--- src/rtl/pfmt_pkg.sv ---
package pfmt_pkg;

    localparam int PIX_W  = 24;
    localparam int CH_W   = 8;
    localparam int GRAY_W = 12;
    localparam int HALF_W = 16;
    localparam int WORD_W = 2 * HALF_W;
    localparam int PAD_W  = HALF_W - GRAY_W;

    typedef enum logic {
        FMT_RGB  = 1'b0,
        FMT_GRAY = 1'b1
    } fmt_e;

    typedef struct packed {
        logic [4:0] red;
        logic [5:0] green;
        logic [4:0] blue;
    } rgb565_t;

    typedef struct packed {
        logic [HALF_W-1:0] bits;
        logic              last;
        logic              solo;
    } half_t;

    function automatic rgb565_t trunc_565(input logic [CH_W-1:0] r,
                                          input logic [CH_W-1:0] g,
                                          input logic [CH_W-1:0] b);
        rgb565_t o;
        o.red   = r[CH_W-1 -: 5];
        o.green = g[CH_W-1 -: 6];
        o.blue  = b[CH_W-1 -: 5];
        return o;
    endfunction

    function automatic logic [HALF_W-1:0] gray_left(input logic [GRAY_W-1:0] s);
        return {s, {PAD_W{1'b0}}};
    endfunction

endpackage

--- src/rtl/pfmt_convert.sv ---
module pfmt_convert
    import pfmt_pkg::*;
(
    input  logic [PIX_W-1:0] pixel,
    input  fmt_e             fmt,
    input  logic             single,
    input  logic             eof,
    output half_t            half
);
    rgb565_t           col;
    logic [HALF_W-1:0] gray;
    logic              unused_lsb;

    always_comb begin
        col        = trunc_565(pixel[3*CH_W-1 -: CH_W],
                               pixel[2*CH_W-1 -: CH_W],
                               pixel[CH_W-1:0]);
        gray       = gray_left(pixel[GRAY_W-1:0]);
        unused_lsb = ^pixel[2*CH_W+2:2*CH_W];
    end

    always_comb begin
        half.last = eof;
        if (fmt == FMT_GRAY) begin
            half.bits = gray;
            half.solo = single;
        end else begin
            half.bits = col;
            half.solo = 1'b0;
        end
    end

    // Low four bits of a grayscale halfword are always padding
    always_comb begin
        if (fmt == FMT_GRAY)
            gray_pad_zero_chk: assert (half.bits[PAD_W-1:0] == '0);
    end

endmodule

--- src/rtl/pfmt_pair.sv ---
module pfmt_pair
    import pfmt_pkg::*;
(
    input  logic              clk,
    input  logic              rst,
    input  logic              take,
    input  half_t             half,
    output logic              held,
    output logic              word_load,
    output logic [WORD_W-1:0] word_data
);
    logic              held_q;
    logic [HALF_W-1:0] held_bits_q;

    assign held = held_q;

    always_comb begin
        word_load = 1'b0;
        word_data = '0;
        if (take) begin
            if (held_q) begin
                word_load = 1'b1;
                word_data = {held_bits_q, half.bits};
            end else if (half.solo || half.last) begin
                word_load = 1'b1;
                word_data = {half.bits, {HALF_W{1'b0}}};
            end
        end
    end

    always_ff @(posedge clk) begin
        if (rst) begin
            held_q      <= 1'b0;
            held_bits_q <= '0;
        end else if (take) begin
            if (held_q) begin
                held_q <= 1'b0;
            end else if (!(half.solo || half.last)) begin
                held_q      <= 1'b1;
                held_bits_q <= half.bits;
            end
        end
    end

    // a held halfword is released by the next accepted pixel
    pair_release_chk: assert property (@(posedge clk) disable iff (rst)
        (held_q && take) |=> !held_q);

    // a frame-end pixel never leaves a halfword held
    eof_flush_chk: assert property (@(posedge clk) disable iff (rst)
        (take && half.last) |=> !held_q);

endmodule

--- src/rtl/pfmt_outreg.sv ---
module pfmt_outreg
    import pfmt_pkg::*;
(
    input  logic              clk,
    input  logic              rst,
    input  logic              load,
    input  logic [WORD_W-1:0] data,
    input  logic              ready,
    output logic              valid,
    output logic [WORD_W-1:0] word,
    output logic              space
);
    logic              valid_q;
    logic [WORD_W-1:0] word_q;

    assign valid = valid_q;
    assign word  = word_q;
    assign space = !valid_q || ready;

    always_ff @(posedge clk) begin
        if (rst) begin
            valid_q <= 1'b0;
            word_q  <= '0;
        end else if (load) begin
            valid_q <= 1'b1;
            word_q  <= data;
        end else if (ready) begin
            valid_q <= 1'b0;
        end
    end

    // a stalled word stays put
    stall_hold_chk: assert property (@(posedge clk) disable iff (rst)
        (valid_q && !ready) |=> (valid_q && $stable(word_q)));

    // no word is overwritten while stalled
    no_overwrite_chk: assert property (@(posedge clk) disable iff (rst)
        (valid_q && !ready) |-> !load);

endmodule

--- src/rtl/pixel_packer.sv ---
module pixel_packer
    import pfmt_pkg::*;
(
    input  logic              clk,
    input  logic              rst,
    input  logic              mode_gray,
    input  logic              gray_single,
    input  logic              in_valid,
    output logic              in_ready,
    input  logic [PIX_W-1:0]  in_pixel,
    input  logic              in_eof,
    output logic              out_valid,
    input  logic              out_ready,
    output logic [WORD_W-1:0] out_word
);
    half_t             half;
    logic              take;
    logic              held;
    logic              word_load;
    logic [WORD_W-1:0] word_data;
    logic              space;
    fmt_e              fmt;

    assign fmt      = mode_gray ? FMT_GRAY : FMT_RGB;
    assign in_ready = space;
    assign take     = in_valid && space;

    pfmt_convert u_convert (
        .pixel  (in_pixel),
        .fmt    (fmt),
        .single (gray_single),
        .eof    (in_eof),
        .half   (half)
    );

    pfmt_pair u_pair (
        .clk       (clk),
        .rst       (rst),
        .take      (take),
        .half      (half),
        .held      (held),
        .word_load (word_load),
        .word_data (word_data)
    );

    pfmt_outreg u_out (
        .clk   (clk),
        .rst   (rst),
        .load  (word_load),
        .data  (word_data),
        .ready (out_ready),
        .valid (out_valid),
        .word  (out_word),
        .space (space)
    );

    // back-pressure reaches the input
    stall_block_chk: assert property (@(posedge clk) disable iff (rst)
        (out_valid && !out_ready) |-> !in_ready);

    // one-sample grayscale word has an empty lower half
    single_low_zero_chk: assert property (@(posedge clk) disable iff (rst)
        (take && mode_gray && gray_single && !held) |=> (out_valid && out_word[HALF_W-1:0] == '0));

    // reset leaves the output empty
    reset_empty_chk: assert property (@(posedge clk)
        rst |=> (!out_valid && !held));

endmodule

--- config.mk ---
export PLATFORM = sky130hd
export DESIGN_NAME = pixel_packer
export DESIGN_NICKNAME = d
export VERILOG_FILES = /design/src/rtl/pfmt_pkg.sv /design/src/rtl/pfmt_convert.sv /design/src/rtl/pfmt_pair.sv /design/src/rtl/pfmt_outreg.sv /design/src/rtl/pixel_packer.sv
export SDC_FILE = /design/constraint.sdc
export NUM_CORES = 1
export LEC_CHECK = 0
export BUFFER_PORTS_ARGS = -buffer_cell sky130_fd_sc_hd__clkbuf_2
export CAP_MARGIN = 20
export CORE_ASPECT_RATIO = 0.6
export CORE_MARGIN = 2
export CORE_UTILIZATION = 53
export CTS_CLUSTER_DIAMETER = 50
export DETAILED_ROUTE_END_ITERATION = 7
export PLACE_DENSITY = 0.84
export SLEW_MARGIN = 15
export SYNTH_ARGS = -nofsm -noshare
export SYNTH_HDL_FRONTEND = slang
export SYNTH_SLANG_ARGS = --single-unit
--- constraint.sdc ---
create_clock -name clk -period 1.51 [get_ports clk]
set_input_delay 0.302 -clock clk [delete_from_list [all_inputs] [get_ports clk]]
set_output_delay 0.302 -clock clk [all_outputs]
set_load 0.02 [all_outputs]
Yosys cells after proc, flatten, opt, wreduce, memory -nomap -nowiden
Index checks and enable logic that the tools add are counted.
{"block": "classes", "n_mux": 13, "bitwise_logic": 2, "reduce_logical": 6}
{"operator": "2-to-1 mux 32 bit", "count": 3}
{"operator": "2-to-1 mux 16 bit", "count": 1}
{"operator": "2-to-1 mux 1 bit", "count": 9}
{"operator": "AND reduction 3 bit", "count": 1}
{"operator": "logical OR 1 bit", "count": 2}
{"operator": "NOT 1 bit", "count": 2}
{"operator": "nonzero test 2 bit", "count": 1}
{"operator": "logical AND 1 bit", "count": 1}
{"operator": "zero test 1 bit", "count": 1}
{"block": "totals", "regBits": 50, "in_bits": 31, "wordCells": 25}

Depth between registers and ports, before layout
Gate-level depths: netlist (run 1).
{"block": "depth", "word_depth": 7, "depth_mapped": 7, "ltp_nobuf": 4}

Modules after synthesis
From an unflattened synthesis (run 1), not the netlist that was laid out.
{"block": "unflattened", "hier_cells": 280, "area_unflattened_um2": 2662.6}
{"mod": "pfmt_pair", "n_inst": 1, "cells_each": 151, "area_per_inst_um2": 1216.2, "seq_area_each_um2": 340.3}
{"mod": "pfmt_outreg", "n_inst": 1, "cells_each": 108, "area_per_inst_um2": 1204.9, "seq_area_each_um2": 660.6}
{"mod": "pfmt_convert", "n_inst": 1, "cells_each": 20, "area_per_inst_um2": 235.2, "seq_area_each_um2": 0.0}
{"mod": "pixel_packer", "n_inst": 1, "cells_each": 1, "area_per_inst_um2": 6.3, "seq_area_each_um2": 0.0}

Least setup slack after synthesis (run 1)
OpenSTA, ideal clock, no wires.
{"block": "synth_path", "path_type": "register -> register", "startpoint": "register u_out.valid_q (netlist: u_out.valid)", "endpoint": "register u_pair.held_bits_q[10]", "setup_time_ns": 0.138, "arrival_ns": 1.347, "required_time_ns": 1.372, "path_slack_ns": 0.025, "stages_incl_launch_ff": 8, "period_less_slack_ns": 1.485, "path_cell_list": "dfxtp_1 nor2b_1 buf_2 inv_2 buf_4 nand3_1 buf_2 a211oi_1"}
{"block": "synth_between", "elab_chain_len": 4}
{"item": "start, declared", "line_no": "pfmt_outreg.sv:13", "rtl": "logic valid_q;"}
{"item": "start signal, assigned", "line_no": "pfmt_outreg.sv:22", "rtl": "valid_q <= 1'b0;"}
{"item": "start signal, assigned", "line_no": "pfmt_outreg.sv:25", "rtl": "valid_q <= 1'b1;"}
{"item": "start signal, assigned", "line_no": "pfmt_outreg.sv:28", "rtl": "valid_q <= 1'b0;"}
{"item": "zero test 1 bit", "line_no": "pfmt_outreg.sv:18", "rtl": "assign space = !valid_q || ready;"}
{"item": "logical OR 1 bit", "line_no": "pfmt_outreg.sv:18"}
{"item": "logical AND 1 bit", "line_no": "pixel_packer.sv:26", "rtl": "assign take = in_valid && space;"}
{"item": "AND reduction 3 bit (no source line)"}
{"item": "end signal, assigned", "line_no": "pfmt_pair.sv:40", "rtl": "held_bits_q <= half.bits;"}
{"item": "end, declared", "line_no": "pfmt_pair.sv:13", "rtl": "logic [HALF_W-1:0] held_bits_q;"}
Every way passes these cells.
A chain may end at the register's enable or synchronous reset.

Worst setup path after layout (run 1)
{"block": "layout_path", "startpoint": "register u_out.valid_q (netlist: u_out.valid)", "endpoint": "output in_ready"}
{"block": "layout_between", "elab_chain_len": 2}
{"item": "zero test 1 bit", "line_no": "pfmt_outreg.sv:18"}
{"item": "logical OR 1 bit", "line_no": "pfmt_outreg.sv:18"}
{"item": "end, declared", "line_no": "pixel_packer.sv:9", "rtl": "output logic in_ready,"}
Every way passes these cells.

==> results of run 1 <==
stage by stage:
step                TNS (ns)  cell area [um2]  setup slack, ns
global route         -0.0317             3400          -0.0317
global placement       -2.31             3040           -0.172
floorplan                  0             2550           0.0249
finish                     0             3400           0.0185
detailed placement     -3.77             3040           -0.294
CTS                   -0.162             3340           -0.125
worst max-delay path, delay by kind of cell, from the launching register on:
family                 cells  cell delay [ns]
buffers and inverters      4             0.40
flip-flops                 1             0.34
AND/OR/NAND/NOR            1             0.14
area by class of cell:
cell class                 count  area, um2
tap                           63       78.8
clock inverter                 2       60.1
sequential                    50       1000
inverter                      26        103
timing repair buffer          97        697
fill                         346       1190
clock buffer                   6       82.6
multi-input combinational    173       1380
cells in the final DEF (no fill, tap or decap), drive strengths merged, types with 17 or more instances in the layout:
cell type  synthesis  final
a211oi            17     17
a21oi             34     34
buf               20     36
clkbuf            18     66
dfxtp             50     50
inv               26     26
nand4             20     20
o31ai             20     20
metal layers:
layer / routed length [um] / up-vias
met4: 155 / 0
met3: 717 / 16
met2: 3620 / 131
met1: 3550 / 1340
li1: - / 1244
met5: 0 / -
registers in the layout, indices dropped and copies added (netlist names):
| register | count |
|---|---|
| u_pair.held_bits_q | 16 |
| u_out.word | 32 |
| u_pair.held | 1 |
| u_out.valid | 1 |
worst max path at each step:
stage and endpoint:
5_1_grt in_ready, 2_1_floorplan u_pair.held_bits_q[10], 3_5_place_dp u_out.word[18], 3_3_place_gp u_out.word[18]
6_report in_ready, 4_1_cts in_ready
cells by family after synthesis:
kind of cell | Yosys count | synth area share
AO/OA/AOI/OAI | 118 | 0.343
buffers and inverters | 64 | 0.106
flip-flops | 50 | 0.393
multiplexers | 12 | 0.0530
AND/OR/NAND/NOR | 43 | 0.106
timing repair:
action	4_1_cts	5_1_grt
resized for setup	20	6
endpoints found under the setup margin	17	38
buffers inserted	3	5
pin swaps	0	2
cloned	1	0
power groups by stage:
stage	Sequential (mW)	Clock (mW)	Combinational, mW
2_1_floorplan	1.49	0	0.343
4_1_cts	1.41	1.17	0.671
5_1_grt	1.42	1.23	0.758
3_5_place_dp	1.44	0	0.622
6_report	1.42	1.17	0.711
3_3_place_gp	1.44	0	0.611
==> impl_metrics.json, run 1 <==
{
  "status": "completed",
  "setup.worst_path.start_class": "flip-flop",
  "start_util": 0.555,
  "grt_pass1_wl_mm": 12.5,
  "syn_inst": 287,
  "cts_root_buf": "clkbuf_8",
  "synth_edf_count": 0,
  "seqPwrFrac": 0.429,
  "worst_slew_pin_slew_ns": 0.470,
  "hold_ws_ns": 0.346,
  "final_antenna_net_count": 0,
  "syn_area_um2": 2550,
  "finalNonFillerCells": 417,
  "ys_seq_elements": 50,
  "cp_slowest_cell": "dfxtp_2",
  "gr-usage-met2": 0.452,
  "synthTopCellsByCount": "dfxtp_1 (50), a21oi_1 (34), inv_1 (24)",
  "peakVddDrop_mv": 0.670,
  "via_count": 2731,
  "cap_violations": 0,
  "reg2reg_to": "u_out.word[26]",
  "drive_gt1_frac": 0.384,
  "synth_nets": 318,
  "cts_made_buffers": 5,
  "period_share": 0.988,
  "fin_util": 0.741,
  "dp.cells": 401,
  "clkSlewWorstSetupHoldPaths_ns": 0.09,
  "period_minus_slack_ns": 1.49,
  "drt_wl_total_mm": 8.04,
  "rsz0062_at_grt": "true",
  "r2r_start": "u_out.valid",
  "first_global_vias": 2441,
  "yosysTopAreaCell": "dfxtp_1",
  "antenna_found_initial": 0,
  "power.density_nw_per_um2": 970,
  "cts_buffer_depth": 2,
  "layout.nets": 384,
  "htree_levels": 2,
  "maxSlewHeadroom": 0.687,
  "crit_type": "flip-flop to primary output",
  "routedWlPerCell_um": 19.3,
  "grt_overflow_total": 0,
  "crit_path_cell_trace": "nor2b_4 -> buf_6 -> inv_6 -> buf_12 -> buf_8",
  "hold_buffers": 0,
  "firstDrtPassIters": 5,
  "slew_violations": 0,
  "portBuffers": 61,
  "yosysTopAreaCellShare": 0.393,
  "async_flop_share": 0,
  "cp.arrival_ns": 1.19,
  "clock_latency_ns": 0.31,
  "p_int_mw": 2.39,
  "power.total_mw": 3.30,
  "yosys_warnings": 0,
  "clkPwrFrac": 0.356,
  "placementRows": 19,
  "avgViaCountPerCell": 6.55,
  "rrSetupSlack_ns": 0.09,
  "p_comb_frac": 0.215,
  "critPathMaxFanout": 4,
  "cts_tree": "done",
  "gp_congestion": 0.876,
  "fin_skew_ns": 0.00274,
  "netSwitchingFraction": 0.277,
  "max_stage_delay_ns": 0.34,
  "reg2reg_depth": 7,
  "synth_cell_types": 29,
  "netlist_top_cells_area": "dfxtp_1 (39%), a21oi_1 (6.7%), o31ai_1 (5.9%)",
  "worstSetupEndpointType": "primary output",
  "io_pins": 65,
  "dpl.hpwl_mm": 4.76,
  "hold_viol_final": 0,
  "drt_iter0_drc": 229,
  "cts_num_sinks": 50,
  "die_area_um2": 5400,
  "die_height_um": 57.7,
  "holdCritPathClass": "input port to flip-flop",
  "min_from": "in_pixel[21]",
  "finalSetupViolCount": 0,
  "grtUsageTotal": 0.303,
  "yosysMostFrequentCell": "dfxtp_1",
  "crit_required_ns": 1.21,
  "p_sw_uw": 914,
  "die_w_um": 93.5,
  "hold_end": "u_out.word[29]",
  "core_area_um2": 4590,
  "holdPathStages": 3,
  "startpoint": "u_out.valid",
  "use_met1": 0.433,
  "drc_errors": 0,
  "seq_area_frac_synth": 0.393,
  "p_leak_nw": 1.33,
  "synth.avg_cell_area_um2": 8.88,
  "fmax_mhz": 670,
  "grt_util_met3": 0.0832,
  "top_usage_layer": "met2",
  "grt_max_degree": 63,
  "antenna_cells": 0,
  "area_growth_pct": 33.4,
  "synth_top_flop_cell": "dfxtp_1"
}
Note: power is estimated with default switching activity, not from simulation.
==> inputs of run 2 (changes only) <==
Settings changed: RECOVER_POWER from default to 25.
==> impl_metrics.json, run 2 (synthesis results as in run 1) <==
{
  "setup_tns_ns": 0,
  "crit_type": "flip-flop to primary output",
  "grt_pass1_wl_mm": 12.5,
  "fin_util": 0.736,
  "dpl.hpwl_mm": 4.76,
  "start_util": 0.555,
  "maxSlewHeadroom": 0.696,
  "die_height_um": 57.7,
  "cap_violations": 0,
  "layout.cells.most_common": "dfxtp_1",
  "regArea_um2": 1000,
  "clock_latency_ns": 0.31,
  "seqPwrFrac": 0.431,
  "cts_buffer_depth": 2,
  "via_count": 2737,
  "multiInputGateArea_um2": 1380,
  "crit_required_ns": 1.21,
  "rsz0062_at_grt": "true",
  "p_int_mw": 2.38,
  "fmax_mhz": 671,
  "holdCritPathClass": "input port to flip-flop",
  "final_antenna_net_count": 0,
  "grt_max_degree": 63,
  "power.density_nw_per_um2": 974,
  "layout.nets": 384,
  "cts_num_sinks": 50,
  "core_area_um2": 4590,
  "area_growth_pct": 32.4,
  "critPathMaxFanout": 4,
  "placementRows": 19,
  "cts_root_buf": "clkbuf_8",
  "netSwitchingFraction": 0.276,
  "dpl_cell_area_um2": 3040,
  "cts_tree": "done",
  "first_global_vias": 2441,
  "drc_errors": 0,
  "p_leak_nw": 1.26,
  "gp_congestion": 0.876,
  "grtUsageTotal": 0.303,
  "period_share": 0.987,
  "clkSlewWorstSetupHoldPaths_ns": 0.09,
  "hold_viol_final": 0,
  "antenna_found_initial": 0,
  "htree_levels": 2,
  "die_w_um": 93.5,
  "finalSetupViolCount": 0,
  "mostFrequentLayoutCells": "dfxtp_1 (49), clkbuf_2 (40), a21oi_1 (34)",
  "worstSetupEndpointType": "primary output",
  "rrSetupSlack_ns": 0.10,
  "grt_overflow_total": 0,
  "p_comb_frac": 0.214,
  "peakVddDrop_mv": 0.669,
  "cp_top_family": "buffers and inverters",
  "drt_iter0_drc": 287,
  "drive_gt1_frac": 0.328,
  "clkPwrFrac": 0.355,
  "routedWlPerCell_um": 19.1,
  "portBuffers": 61,
  "period_minus_slack_ns": 1.49,
  "setup.worst_path.start_class": "flip-flop",
  "crit_path_cell_trace": "nor2b_4 -> buf_6 -> inv_6 -> buf_12 -> buf_8",
  "firstDrtPassIters": 6,
  "fillers": 346,
  "antenna_cells": 0,
  "die_area_um2": 5400,
  "p_sw_uw": 908,
  "crit_buf_inv": 4,
  "design_area_um2": 3380,
  "io_pins": 65,
  "cts_made_buffers": 5,
  "cp.arrival_ns": 1.19,
  "worst_slew_pin_slew_ns": 0.456,
  "cp_slowest_cell": "dfxtp_2",
  "slew_violations": 0,
  "fin_skew_ns": 0.00246,
  "hold_buffers": 0,
  "avgViaCountPerCell": 6.56,
  "largest_reg_flops": 32,
  "status": "completed",
  "max_stage_delay_ns": 0.34,
  "drt_wl_total_mm": 7.97
}
run 2: area by class of cell:
cell class                      count  area share
Multi-Input combinational cell    173       0.408
Tap cell                           63      0.0234
Timing Repair Buffer               97       0.199
Inverter                           26      0.0304
Sequential cell                    50       0.297
Clock inverter                      2      0.0178
Clock buffer                        6      0.0245
run 2: per-stage QoR:
| step | hold slack (ns) | setup slack (ns) | power (mW) | cells |
|---|---|---|---|---|
| after detailed placement | 0.458 | -0.294 | 2.07 | 401 |
| after global routing | 0.344 | -0.0317 | 3.41 | 417 |
| final | 0.345 | 0.0192 | 3.29 | 417 |
| after global placement | 0.453 | -0.172 | 2.05 | 401 |
| after CTS | 0.346 | -0.125 | 3.25 | 413 |
| after floorplan | 0.440 | 0.0249 | 1.83 | 287 |
run 2: what timing repair did:
action | in CTS | in global routing
gates resized for setup | 20 | 6
endpoints found under the setup margin | 17 | 38
cloned | 1 | 0
pin swaps | 0 | 2
buffers inserted | 3 | 5
run 2: power by group through the flow:
stage / combinational, mW / clock (mW) / sequential, mW
2_1_floorplan: 0.343 / 0 / 1.49
3_3_place_gp: 0.611 / 0 / 1.44
3_5_place_dp: 0.622 / 0 / 1.44
4_1_cts: 0.671 / 1.17 / 1.41
5_1_grt: 0.752 / 1.23 / 1.42
6_report: 0.704 / 1.17 / 1.42
run 2: metal layers:
layer,vias up,track usage,share of wire
li1,1244,-,-
met1,1318,0.433,0.44
met2,160,0.452,0.44
met3,15,0.0832,0.094
met4,0,0.0903,0.020
met5,-,0,0
run 2: final timing paths:
kind,to,cells past startpoint,from
worst min-delay path,u_out.word[29],3,in_pixel[21]
worst min register to register,u_pair.held_bits_q[15],2,u_pair.held_bits_q[15]
worst max-delay path,in_ready,5,u_out.valid
worst max register to register,u_out.word[26],7,u_out.valid
run 2: tightest hold or removal path: stages:
cell      delay [ns]
clkbuf_2        0.09
a221o_1         0.13
a31o_1          0.12
==> inputs of run 3 (changes only) <==
Settings changed: CORE_ASPECT_RATIO 0.6 to 1.75, CORE_MARGIN 2 to 4, PLACE_DENSITY 0.84 to 0.83, SYNTH_HIERARCHICAL from default to 1.
==> impl_metrics.json, run 3 <==
{
  "mostFrequentLayoutCells": "dfxtp_1 (49), mux2i_1 (48), clkbuf_2 (42)",
  "first_global_vias": 2143,
  "crit_type": "flip-flop to flip-flop",
  "fmax_mhz": 717,
  "placementRows": 33,
  "fin_skew_ns": 0.00980,
  "final_antenna_net_count": 0,
  "syn_inst": 280,
  "via_count": 2123,
  "cts_num_sinks": 50,
  "seqPwrFrac": 0.489,
  "dpl_cell_area_um2": 3030,
  "period_share": 0.924,
  "yosys_warnings": 6,
  "p_comb_frac": 0.176,
  "ys_seq_elements": 50,
  "reg2reg_depth": 6,
  "synth_edf_count": 0,
  "drc_errors": 0,
  "die_height_um": 102,
  "dp.cells": 383,
  "synth_mux_area_frac": 0.238,
  "syn_area_um2": 2660,
  "worstSetupEndpointType": "flip-flop",
  "clock_latency_ns": 0.30,
  "portBuffers": 61,
  "cts_made_buffers": 5,
  "design_area_um2": 3140,
  "synth_cell_types": 23,
  "reg2reg_to": "u_out/word[30]",
  "clkPwrFrac": 0.335,
  "io_pins": 65,
  "cts_root_buf": "clkbuf_8",
  "cp.arrival_ns": 1.59,
  "synth_nets": 311,
  "firstDrtPassIters": 4,
  "largest_reg_flops": 32,
  "period_minus_slack_ns": 1.40,
  "fillers": 389,
  "synth_top_family_by_area": "multiplexers",
  "layout.nets": 369,
  "drive_gt1_frac": 0.277,
  "synthTopCellsByCount": "dfxtp_1 (50), mux2i_1 (48), nand2b_1 (34)",
  "dpl.hpwl_mm": 4.32,
  "drt_iter0_drc": 57,
  "p_int_mw": 2.09,
  "avgViaCountPerCell": 5.43,
  "grt_overflow_total": 0,
  "post_cts_buffers": 0,
  "synthXorXnorAreaFrac": 0,
  "worst_slew_pin_slew_ns": 0.335,
  "setup.worst_path.start_class": "flip-flop",
  "synthSimpleGateAreaFrac": 0.224,
  "cts_resized": 0,
  "setup_tns_ns": 0,
  "p_leak_nw": 1.41,
  "power.density_nw_per_um2": 897,
  "hold_end": "u_out/valid",
  "layout.cells.most_common": "dfxtp_1",
  "critPathMaxFanout": 20,
  "maxSlewHeadroom": 0.775,
  "synth_top_flop_cell": "dfxtp_1",
  "hold_ws_ns": 0.302,
  "r2r_start": "u_out/valid",
  "async_flop_share": 0,
  "peakVddDrop_mv": 0.908,
  "hold_viol_final": 0,
  "holdCritPathClass": "input port to flip-flop",
  "p_sw_uw": 726,
  "start_util": 0.556,
  "rsz0062_at_grt": "true",
  "clkSlewWorstSetupHoldPaths_ns": 0.09,
  "min_from": "out_ready",
  "area_growth_pct": 17.8,
  "synth.avg_cell_area_um2": 9.51,
  "cts_tree": "done",
  "grtUsageTotal": 0.208,
  "netSwitchingFraction": 0.258,
  "drt_wl_total_mm": 6.02,
  "hold_buffers": 0,
  "seq_area_frac_synth": 0.376,
  "yosysMostFrequentCell": "dfxtp_1",
  "htree_levels": 2,
  "die_area_um2": 6270,
  "holdPathStages": 3,
  "multiInputGateArea_um2": 1410,
  "slew_violations": 0,
  "regArea_um2": 1000,
  "cap_violations": 0,
  "core_area_um2": 4790,
  "status": "completed",
  "antenna_cells": 0,
  "crit_required_ns": 1.71,
  "die_w_um": 61.6,
  "finalNonFillerCells": 391,
  "grt_pass1_wl_mm": 9.98,
  "yosysTopAreaCell": "dfxtp_1",
  "rrSetupSlack_ns": 0.11,
  "gp_congestion": 0.815,
  "routedWlPerCell_um": 15.4,
  "grt_max_degree": 57,
  "antenna_found_initial": 0,
  "synthAdderAreaFrac": 0,
  "finalSetupViolCount": 0,
  "netlist_top_cells_area": "dfxtp_1 (38%), mux2i_1 (18%), nand2b_1 (8.0%)",
  "cts_buffer_depth": 2,
  "synth-compound-area-share": 0.0540,
  "yosysTopAreaCellShare": 0.376
}
[run 3: cell count changes in the layout (fill, tap and decap cells not counted), moves of 16 or more]
cell,change
nand2b_1,+32
nor2_1,+31
nand4_1,-20
a21oi_1,-33
and3_1,+16
mux2i_1,+48
[run 3: metrics by stage]
step	setup slack, ns	util	power, mW
2_1_floorplan	-0.102	-	1.78
3_3_place_gp	-0.00328	0.632	1.89
3_5_place_dp	-0.0414	0.632	1.89
4_1_cts	0.0333	0.656	2.82
5_1_grt	-0.0163	0.655	2.94
6_report	0.115	0.655	2.81
[run 3: critical path, stage by stage (launching register included)]
cell and delay, ns:
dfxtp_4 0.36, nand2b_4 0.07, and2_4 0.18, o31a_2 0.22, buf_12 0.20, mux2i_1 0.21, nor2_1 0.06
[run 3: area by class of cell]
class | count | area share
Tap cell | 52 | 0.0208
Clock inverter | 3 | 0.0140
Inverter | 17 | 0.0204
Timing Repair Buffer | 78 | 0.154
Clock buffer | 5 | 0.0219
Multi-Input combinational cell | 186 | 0.448
Sequential cell | 50 | 0.320
[run 3: worst max-delay path by stage]
stage,startpoint,endpoint,slack [ns]
2_1_floorplan,u_out/valid,u_out/word[16],-0.10
3_3_place_gp,out_ready,u_out/word[25],-0.003
3_5_place_dp,out_ready,u_out/word[25],-0.04
4_1_cts,u_out/valid,u_out/word[25],0.03
5_1_grt,u_out/valid,u_out/word[26],-0.02
6_report,u_out/valid,u_out/word[30],0.11
[run 3: logic make-up after synthesis]
logic type,after synthesis
buf+inv,44
simple gates,107
flops,50
compound gates,19
mux,60
[run 3: power groups by stage]
stage,sequential [mW],clock [mW],combinational [mW]
4_1_cts,1.38,0.956,0.491
6_report,1.38,0.942,0.493
3_5_place_dp,1.41,0,0.487
3_3_place_gp,1.40,0,0.480
2_1_floorplan,1.42,0,0.357
5_1_grt,1.38,1.02,0.535
[run 3: per-layer routing]
metal / wire length [um] / vias to the layer above / track usage / share of wire
li1: - / 1053 / - / -
met1: 2390 / 981 / 0.257 / 0.40
met2: 3090 / 75 / 0.349 / 0.51
met3: 388 / 14 / 0.0357 / 0.065
met4: 151 / 0 / 0.0768 / 0.025
met5: 0 / - / 0 / 0
